### config.mk
export PLATFORM = sky130hd
export DESIGN_NAME = dbgSerialPort
export DESIGN_NICKNAME = d
export VERILOG_FILES = /design/src/rtl/dbgSerPkg.sv /design/src/rtl/dbgSerSync.sv /design/src/rtl/dbgSerCtrl.sv /design/src/rtl/dbgSerDatapath.sv /design/src/rtl/dbgSerialPort.sv
export SDC_FILE = /design/constraint.sdc
export NUM_CORES = 1
export LEC_CHECK = 0
export BUFFER_PORTS_ARGS = -buffer_cell sky130_fd_sc_hd__buf_2
export CORE_MARGIN = 3
export CORE_UTILIZATION = 58
export CTS_CLUSTER_SIZE = 24
export DETAILED_ROUTE_END_ITERATION = 8
export GPL_ROUTABILITY_DRIVEN = 0
export PLACE_DENSITY = 0.82
export SLEW_MARGIN = 20
export SYNTH_ARGS = -nofsm -noshare
export SYNTH_HDL_FRONTEND = slang
export SYNTH_HIERARCHICAL = 1
export SYNTH_SLANG_ARGS = --single-unit
### constraint.sdc
create_clock -name clk -period 4.45 [get_ports clk]
set_clock_uncertainty 0.15 [all_clocks]
set_input_delay 0 -clock clk [delete_from_list [all_inputs] [get_ports clk]]
set_output_delay 0 -clock clk [all_outputs]
set_load 0.05 [all_outputs]
### src/rtl/dbgSerPkg.sv
package dbgSerPkg;
  // Strobes from the control to the datapath, all valid in one clk cycle.
  typedef struct packed {
    logic shiftEn;  // accepted rising edge of the serial clock
    logic loadTx;   // first bit of a packet: load the transmit register
    logic takeTx;   // loadTx with a response offered
    logic lastBit;  // final bit of a packet is being shifted in
  } ctlStrobes_t;
endpackage

### src/rtl/dbgSerSync.sv
module dbgSerSync #(
  parameter int SYNC_DEPTH = 2
) (
  input  logic clk,
  input  logic rstN,
  input  logic serClkIn,
  input  logic serDataIn,
  output logic riseDet,
  output logic dataBit
);
  localparam int DATA_DEPTH = SYNC_DEPTH + 1;

  logic [SYNC_DEPTH-1:0] clkChain;
  logic [DATA_DEPTH-1:0] dataChain;
  logic holdLvl;
  logic vClk;
  logic clkS;

  // Synchronizer stages for the serial clock.
  for (genvar i = 0; i < SYNC_DEPTH; i++) begin : g_clkSync
    if (i == 0) begin : g_first
      always_ff @(posedge clk) begin
        if (!rstN) clkChain[i] <= 1'b0;
        else       clkChain[i] <= serClkIn;
      end
    end else begin : g_next
      always_ff @(posedge clk) begin
        if (!rstN) clkChain[i] <= 1'b0;
        else       clkChain[i] <= clkChain[i-1];
      end
    end
  end

  // The data chain is one stage longer so that it lines up with the validated clock.
  for (genvar i = 0; i < DATA_DEPTH; i++) begin : g_dataSync
    if (i == 0) begin : g_first
      always_ff @(posedge clk) begin
        if (!rstN) dataChain[i] <= 1'b0;
        else       dataChain[i] <= serDataIn;
      end
    end else begin : g_next
      always_ff @(posedge clk) begin
        if (!rstN) dataChain[i] <= 1'b0;
        else       dataChain[i] <= dataChain[i-1];
      end
    end
  end

  assign clkS = clkChain[SYNC_DEPTH-1];

  // The level becomes valid once two consecutive samples agree.
  always_ff @(posedge clk) begin
    if (!rstN) begin
      holdLvl <= 1'b0;
      vClk    <= 1'b0;
    end else begin
      holdLvl <= clkS;
      if (clkS == holdLvl) vClk <= clkS;
    end
  end

  assign riseDet = (clkS == holdLvl) && clkS && !vClk;
  assign dataBit = dataChain[DATA_DEPTH-1];

  // the validated level only moves after two equal samples
  a_r2_two_equal_samples: assert property (@(posedge clk) disable iff (!rstN)
    (vClk != $past(vClk)) |-> ($past(clkS) == $past(holdLvl)));

  // an accepted rising edge is never reported on two cycles in a row
  a_r8_single_rise: assert property (@(posedge clk) disable iff (!rstN)
    riseDet |=> !riseDet);
endmodule

### src/rtl/dbgSerCtrl.sv
module dbgSerCtrl
  import dbgSerPkg::*;
#(
  parameter int WORD_W = 17
) (
  input  logic        clk,
  input  logic        rstN,
  input  logic        riseDet,
  input  logic        txReady,
  output ctlStrobes_t ctl,
  output logic        txTaken
);
  localparam int CNT_W = $clog2(WORD_W);
  localparam logic [CNT_W-1:0] LAST_IDX = CNT_W'(WORD_W - 1);

  logic [CNT_W-1:0] bitCnt;

  always_comb begin
    ctl.shiftEn = riseDet;
    ctl.loadTx  = riseDet && (bitCnt == '0);
    ctl.takeTx  = riseDet && (bitCnt == '0) && txReady;
    ctl.lastBit = riseDet && (bitCnt == LAST_IDX);
  end

  always_ff @(posedge clk) begin
    if (!rstN) begin
      bitCnt  <= '0;
      txTaken <= 1'b0;
    end else begin
      txTaken <= ctl.takeTx;
      if (riseDet) begin
        if (bitCnt == LAST_IDX) bitCnt <= '0;
        else                    bitCnt <= bitCnt + 1'b1;
      end
    end
  end

  // the bit counter never passes the last bit of a packet
  a_r4_cnt_bound: assert property (@(posedge clk) disable iff (!rstN)
    bitCnt <= LAST_IDX);

  // a take strobe follows a packet start with a response offered
  a_r7_taken_needs_ready: assert property (@(posedge clk) disable iff (!rstN)
    txTaken |-> ($past(txReady) && $past(riseDet)));

  // the take strobe is one cycle long
  a_r7_taken_pulse: assert property (@(posedge clk) disable iff (!rstN)
    txTaken |=> !txTaken);
endmodule

### src/rtl/dbgSerDatapath.sv
module dbgSerDatapath
  import dbgSerPkg::*;
#(
  parameter int WORD_W = 17
) (
  input  logic              clk,
  input  logic              rstN,
  input  ctlStrobes_t       ctl,
  input  logic              dataBit,
  input  logic [WORD_W-1:0] txWord,
  output logic              serDataOut,
  output logic [WORD_W-1:0] rxWord,
  output logic              rxValid
);
  logic [WORD_W-2:0] rxShift;
  logic [WORD_W-1:0] txShift;
  logic [WORD_W-1:0] txSrc;

  assign txSrc = ctl.takeTx ? txWord : '1;

  always_ff @(posedge clk) begin
    if (!rstN) begin
      rxShift    <= '0;
      txShift    <= '0;
      serDataOut <= 1'b0;
      rxWord     <= '0;
      rxValid    <= 1'b0;
    end else begin
      rxValid <= 1'b0;
      if (ctl.shiftEn) begin
        rxShift <= {rxShift[WORD_W-3:0], dataBit};
        if (ctl.loadTx) begin
          serDataOut <= txSrc[WORD_W-1];
          txShift    <= {txSrc[WORD_W-2:0], 1'b0};
        end else begin
          serDataOut <= txShift[WORD_W-1];
          txShift    <= {txShift[WORD_W-2:0], 1'b0};
        end
        if (ctl.lastBit) begin
          rxWord  <= {rxShift, dataBit};
          rxValid <= 1'b1;
        end
      end
    end
  end

  // the serial output only moves on an accepted rising edge
  a_r8_dso_on_rise: assert property (@(posedge clk) disable iff (!rstN)
    !ctl.shiftEn |=> $stable(serDataOut));

  // the valid strobe is a single cycle
  a_r4_valid_pulse: assert property (@(posedge clk) disable iff (!rstN)
    rxValid |=> !rxValid);

  // a packet start with nothing offered drives a one
  a_r6_not_ready_one: assert property (@(posedge clk) disable iff (!rstN)
    (ctl.loadTx && !ctl.takeTx) |=> serDataOut);

  // the received word only changes together with the strobe
  a_r4_word_hold: assert property (@(posedge clk) disable iff (!rstN)
    !rxValid |-> $stable(rxWord));
endmodule

### src/rtl/dbgSerialPort.sv
module dbgSerialPort
  import dbgSerPkg::*;
#(
  parameter int WORD_W     = 17,
  parameter int SYNC_DEPTH = 2
) (
  input  logic              clk,
  input  logic              rstN,
  input  logic              serClkIn,
  input  logic              serDataIn,
  output logic              serDataOut,
  output logic [WORD_W-1:0] rxWord,
  output logic              rxValid,
  input  logic [WORD_W-1:0] txWord,
  input  logic              txReady,
  output logic              txTaken
);
  ctlStrobes_t ctl;
  logic riseDet;
  logic dataBit;

  dbgSerSync #(.SYNC_DEPTH(SYNC_DEPTH)) sync_i (
    .clk(clk), .rstN(rstN), .serClkIn(serClkIn), .serDataIn(serDataIn),
    .riseDet(riseDet), .dataBit(dataBit)
  );

  dbgSerCtrl #(.WORD_W(WORD_W)) ctrl_i (
    .clk(clk), .rstN(rstN), .riseDet(riseDet), .txReady(txReady),
    .ctl(ctl), .txTaken(txTaken)
  );

  dbgSerDatapath #(.WORD_W(WORD_W)) dp_i (
    .clk(clk), .rstN(rstN), .ctl(ctl), .dataBit(dataBit), .txWord(txWord),
    .serDataOut(serDataOut), .rxWord(rxWord), .rxValid(rxValid)
  );
endmodule

Word-level counts from Yosys, hierarchy flattened

Cells that the tools add are included.

$add $sub $neg: 1
Multipliers: 0
Div/mod/pow operators: 0
Magnitude comparators: 0
Eq/ne operators: 2
Shift-type cells: 0
Mux-type cells: 5
Bitwise gates (word level): 0
Reductions and logical operators: 9

Operator list:

| operator            | count |
|---|---|
| $mux 17             | 2 |
| $add 5x1->5 const B | 1 |
| $eq 5x5->1 const B  | 1 |
| $logic_and 1x1->1   | 5 |
| $logic_not 5->1     | 1 |
| $mux 5              | 1 |
| $reduce_and 2->1    | 2 |
| $mux 1              | 2 |
| $eq 1x1->1          | 1 |
| $logic_not 1->1     | 1 |

Register bits after elaboration: 65
Bits in latches: 0
Memory bits (writable): 0
Bits in read-only memories: 0
Bits of input ports: 22
Memories kept: 0

Logic depth before layout (Yosys ltp)

Word-level depth: 7
Depth in mapped cells: 9
Depth with buffers taken out: 8

Cells and area by module

The synthesis kept the hierarchy.

Modules (own cells, without submodules):

| module         | instances | cells each | area each (um2) |
|---|---|---|---|
| dbgSerDatapath | 1         | 207        | 2098.3 |
| dbgSerCtrl     | 1         | 31         | 310.3 |
| dbgSerSync     | 1         | 17         | 212.7 |

Worst setup path before layout

OpenSTA, ideal clock, no wires.

Path kind: register -> register
Start point: register sync_i.clkChain[1], in the netlist sync_i/clkS
End point: register dp_i.txShift[10]
Library setup time: 0.126 ns
Arrival time: 1.786 ns
Slack: 2.388 ns
Stages on the path, launching flop included: 10
Buffers on the path: 1
Clock period less this slack: 2.062 ns
Cell sequence: dfxtp_1 -> ha_1 -> nor2b_1 -> nand4bb_4 -> nor2_4 -> and2_1 -> nand2_4 -> buf_6 -> o221ai_1 -> a21boi_0

RTL lines:

| element                          | RTL line             | RTL |
|---|---|---|
| start: declaration               | dbgSerSync.sv:13     | `logic [SYNC_DEPTH-1:0] clkChain;` |
| start signal: indexed assignment | dbgSerSync.sv:29     | `else clkChain[i] <= clkChain[i-1];` |
| end signal: assignment           | dbgSerDatapath.sv:34 | `txShift <= {txSrc[WORD_W-2:0], 1'b0};` |
| end signal: assignment           | dbgSerDatapath.sv:37 | `txShift <= {txShift[WORD_W-2:0], 1'b0};` |
| end: declaration                 | dbgSerDatapath.sv:16 | `logic [WORD_W-1:0] txShift;` |

==> impl_metrics.tcl <==
set metrics [dict create \
    cap_violations 0 \
    core_area_um2 4170 \
    ir_drop_mv 0.336 \
    path_max_fanout 20 \
    root_buffer "clkbuf_8" \
    fill_cells 288 \
    antenna_cells 0 \
    post-synth-top-count-cell "dfxtp_1" \
    drive_above_1_share_pct 23.5 \
    hold_depth 2 \
    p_leak_nw 1.17 \
    vias 1931 \
    cts_resized 0 \
    cts.clk_slew.worst_paths_ns 0.07 \
    syn_area_um2 2620 \
    layout.nets 335 \
    synth.top_cells.by_count "64 x dfxtp_1, 35 x nand2_1, 23 x a21boi_0, 19 x nor2b_1" \
    track_usage_pct 20.1 \
    period_minus_slack_ns 2.24 \
    synthCells 255 \
    cpMaxStageDelayCell "nor2_4" \
    pre_cts_slack_ns 2.25 \
    status "finished, final reports clean" \
    ant_nets 0 \
    clkLatencyLatePin_ns 0.34 \
    hold_viol 0 \
    period_share_pct 50.3 \
    crit_buf_inv 0 \
    multiInputGateArea_um2 1220 \
    synth_cell_types 28 \
    crit_path_end_kind "register" \
    grt_max_degree 62 \
    clock.fmax_ghz 0.447 \
    ys_ff_latch 64 \
    ioPinCount 42 \
    syn_area_per_cell_um2 10.3 \
    ys_seq_area_share_pct 48.9 \
    fin_setup_tns_ns 0 \
    clock_path_buffers 2 \
    viasPerCell 5.29 \
    h-tree-depth 3 \
    synth_area_leaders "dfxtp_1 49%, mux2i_1 6.9%, a21boi_0 6.6%" \
    cp.required_ns 4.52 \
    setup_slack_ns 2.21 \
    die_w_um 73.2 \
    start_util_pct 62.8 \
    min_path_type "in2reg" \
    routed_wl_um 4960 \
    rsz0062_at_grt "false" \
    synthFlopType "dfxtp_1" \
    regArea_um2 1280 \
    final_cell_area_um2 3230 \
    wl_per_cell_um 13.6 \
    arrival_ns 2.30 \
    async_flop_share_pct 0 \
    grt_pass1_wl_um 8200 \
    startpoint_type "register" \
    area_growth_pct 23.1 \
    drt_iter0_markers 154 \
    ys.warnings.count 6 \
    die_area_um2 5360 \
    grt_pass1_vias 1827 \
    critPathTopFamily "simple AND/OR/NAND/NOR gates" \
    grt_antenna_before_repair 0 \
    cts_buffers 9 \
    setup_viol 0 \
    synth_top_area_share_pct 48.9 \
    p_per_area_nw_per_um2 375 \
    cts_setup_buffers 0 \
    firstDrtPassIters 5 \
    cts_tree "done" \
    worst_pin_slew_ns 0.814 \
    placed_area_um2 2790 \
    rr_worst_depth 8 \
    slew_violations 0 \
    cp_slowest_stage_delay_ns 0.40 \
    cp.depth 8 \
    drc 0 \
    crit_type "reg2reg" \
    synth_edf_count 0 \
    cts.sinks 64 \
    io_buffers 41 \
    synth_nets 280 \
    dp_hpwl_um 2840 \
    relSlewSlack_pct 45.7 \
    dieHeight_um 73.2 \
    num_rows 23 \
    yosys.area.top_type "dfxtp_1" \
    finalPower_mw 1.21 \
    overflow 0 \
    fin_util_pct 77.3 \
    cp_cell_sequence "ha_1 > nor2b_4 > nand4bb_4 > nor2_4 > and2_1 > nand2_4 > o221ai_1 > a21boi_0" \
    r2r_slack_ns 2.21 \
]
sequential cells by signal, indices dropped and copies added, names as in the netlist:
signal and cells:
dp_i/rxWord 17, dp_i/rxShift 16, dp_i/txShift 16, ctrl_i/bitCnt 5
sync_i/dataChain 2, ctrl_i/txTaken 1, dp_i/rxValid 1, dp_i/serDataOut 1
sync_i/clkChain 1, sync_i/clkS 1, sync_i/dataBit 1, sync_i/holdLvl 1
sync_i/vClk 1
timing repair:
| item | in CTS | in global routing |
|---|---|---|
| hold buffers | 20 | 0 |
| setup endpoints to repair | 0 | 0 |
| hold endpoints to repair | 20 | 0 |
through the flow:
step | hold slack, ns | instances
final | 0.161 | 365
after global placement | 0.0611 | 329
after global routing | 0.228 | 365
after floorplan | -0.0283 | 255
after CTS | 0.167 | 365
after detailed placement | 0.0624 | 329
logic make-up (layout without fill, tap and decap cells):
| logic type | after synthesis | count (layout) | share of synthesized area (%) |
|---|---|---|---|
| buffers and inverters | 21 | 81 | 4.77 |
| AO/OA/AOI/OAI | 51 | 51 | 16.8 |
| flip-flops | 64 | 64 | 48.9 |
| AND/OR/NAND/NOR | 94 | 94 | 19.9 |
| XOR/XNOR | 4 | 4 | 1.34 |
| adder cells (fa/ha/maj) | 3 | 3 | 1.43 |
| multiplexers | 18 | 18 | 6.87 |
power breakdown:
part           total [mW]  leakage, nW  switching (mW)  internal (mW)
sequential          0.576        0.516         0.00109          0.575
combinational      0.0424        0.541          0.0148         0.0276
clock               0.590        0.116           0.220          0.370
total                1.21         1.17           0.236          0.973
layer usage:
metal	wire length, um	track usage, %	vias to the layer above
li1	-	-	978
met1	2300	25.7	895
met2	2350	31.4	49
met3	231	4.55	9
met4	74	11.1	0
met5	0	0	-
layout make-up:
cell class / instances / share of cell area [%]
clock inverter: 6 / 3.34
multi-input combinational: 170 / 37.9
tap: 50 / 1.94
clock buffer: 10 / 3.96
sequential: 64 / 39.7
timing repair buffer: 62 / 12.8
inverter: 3 / 0.349
layout by cell type, fill, tap and decap left out, drive strengths merged:
cell,n
nand2,37
mux2i,18
clkinv,2
xor2,2
clkinvlp,1
nand4,2
and3,2
bufinv,3
nor2b,19
dlygate4sd3,20
a21boi,34
nor2,6
o221ai,16
ha,3
nand4bb,1
o21ai,1
buf,42
and2,8
nand3,1
nand2b,18
xnor2,2
inv,3
dfxtp,64
clkbuf,10
final timing paths:
kind | start | endpoint
max | sync_i/clkS$_SDFF_PN0_ | dp_i/txShift[5]$_SDFFE_PN0P_
min | rstN | dp_i/rxWord[11]$_SDFFE_PN0P_
max reg2reg | sync_i/clkS$_SDFF_PN0_ | dp_i/txShift[5]$_SDFFE_PN0P_
min reg2reg | sync_i/clkChain[0]$_SDFF_PN0_ | sync_i/clkS$_SDFF_PN0_
Power figures use the tool's default switching activity.
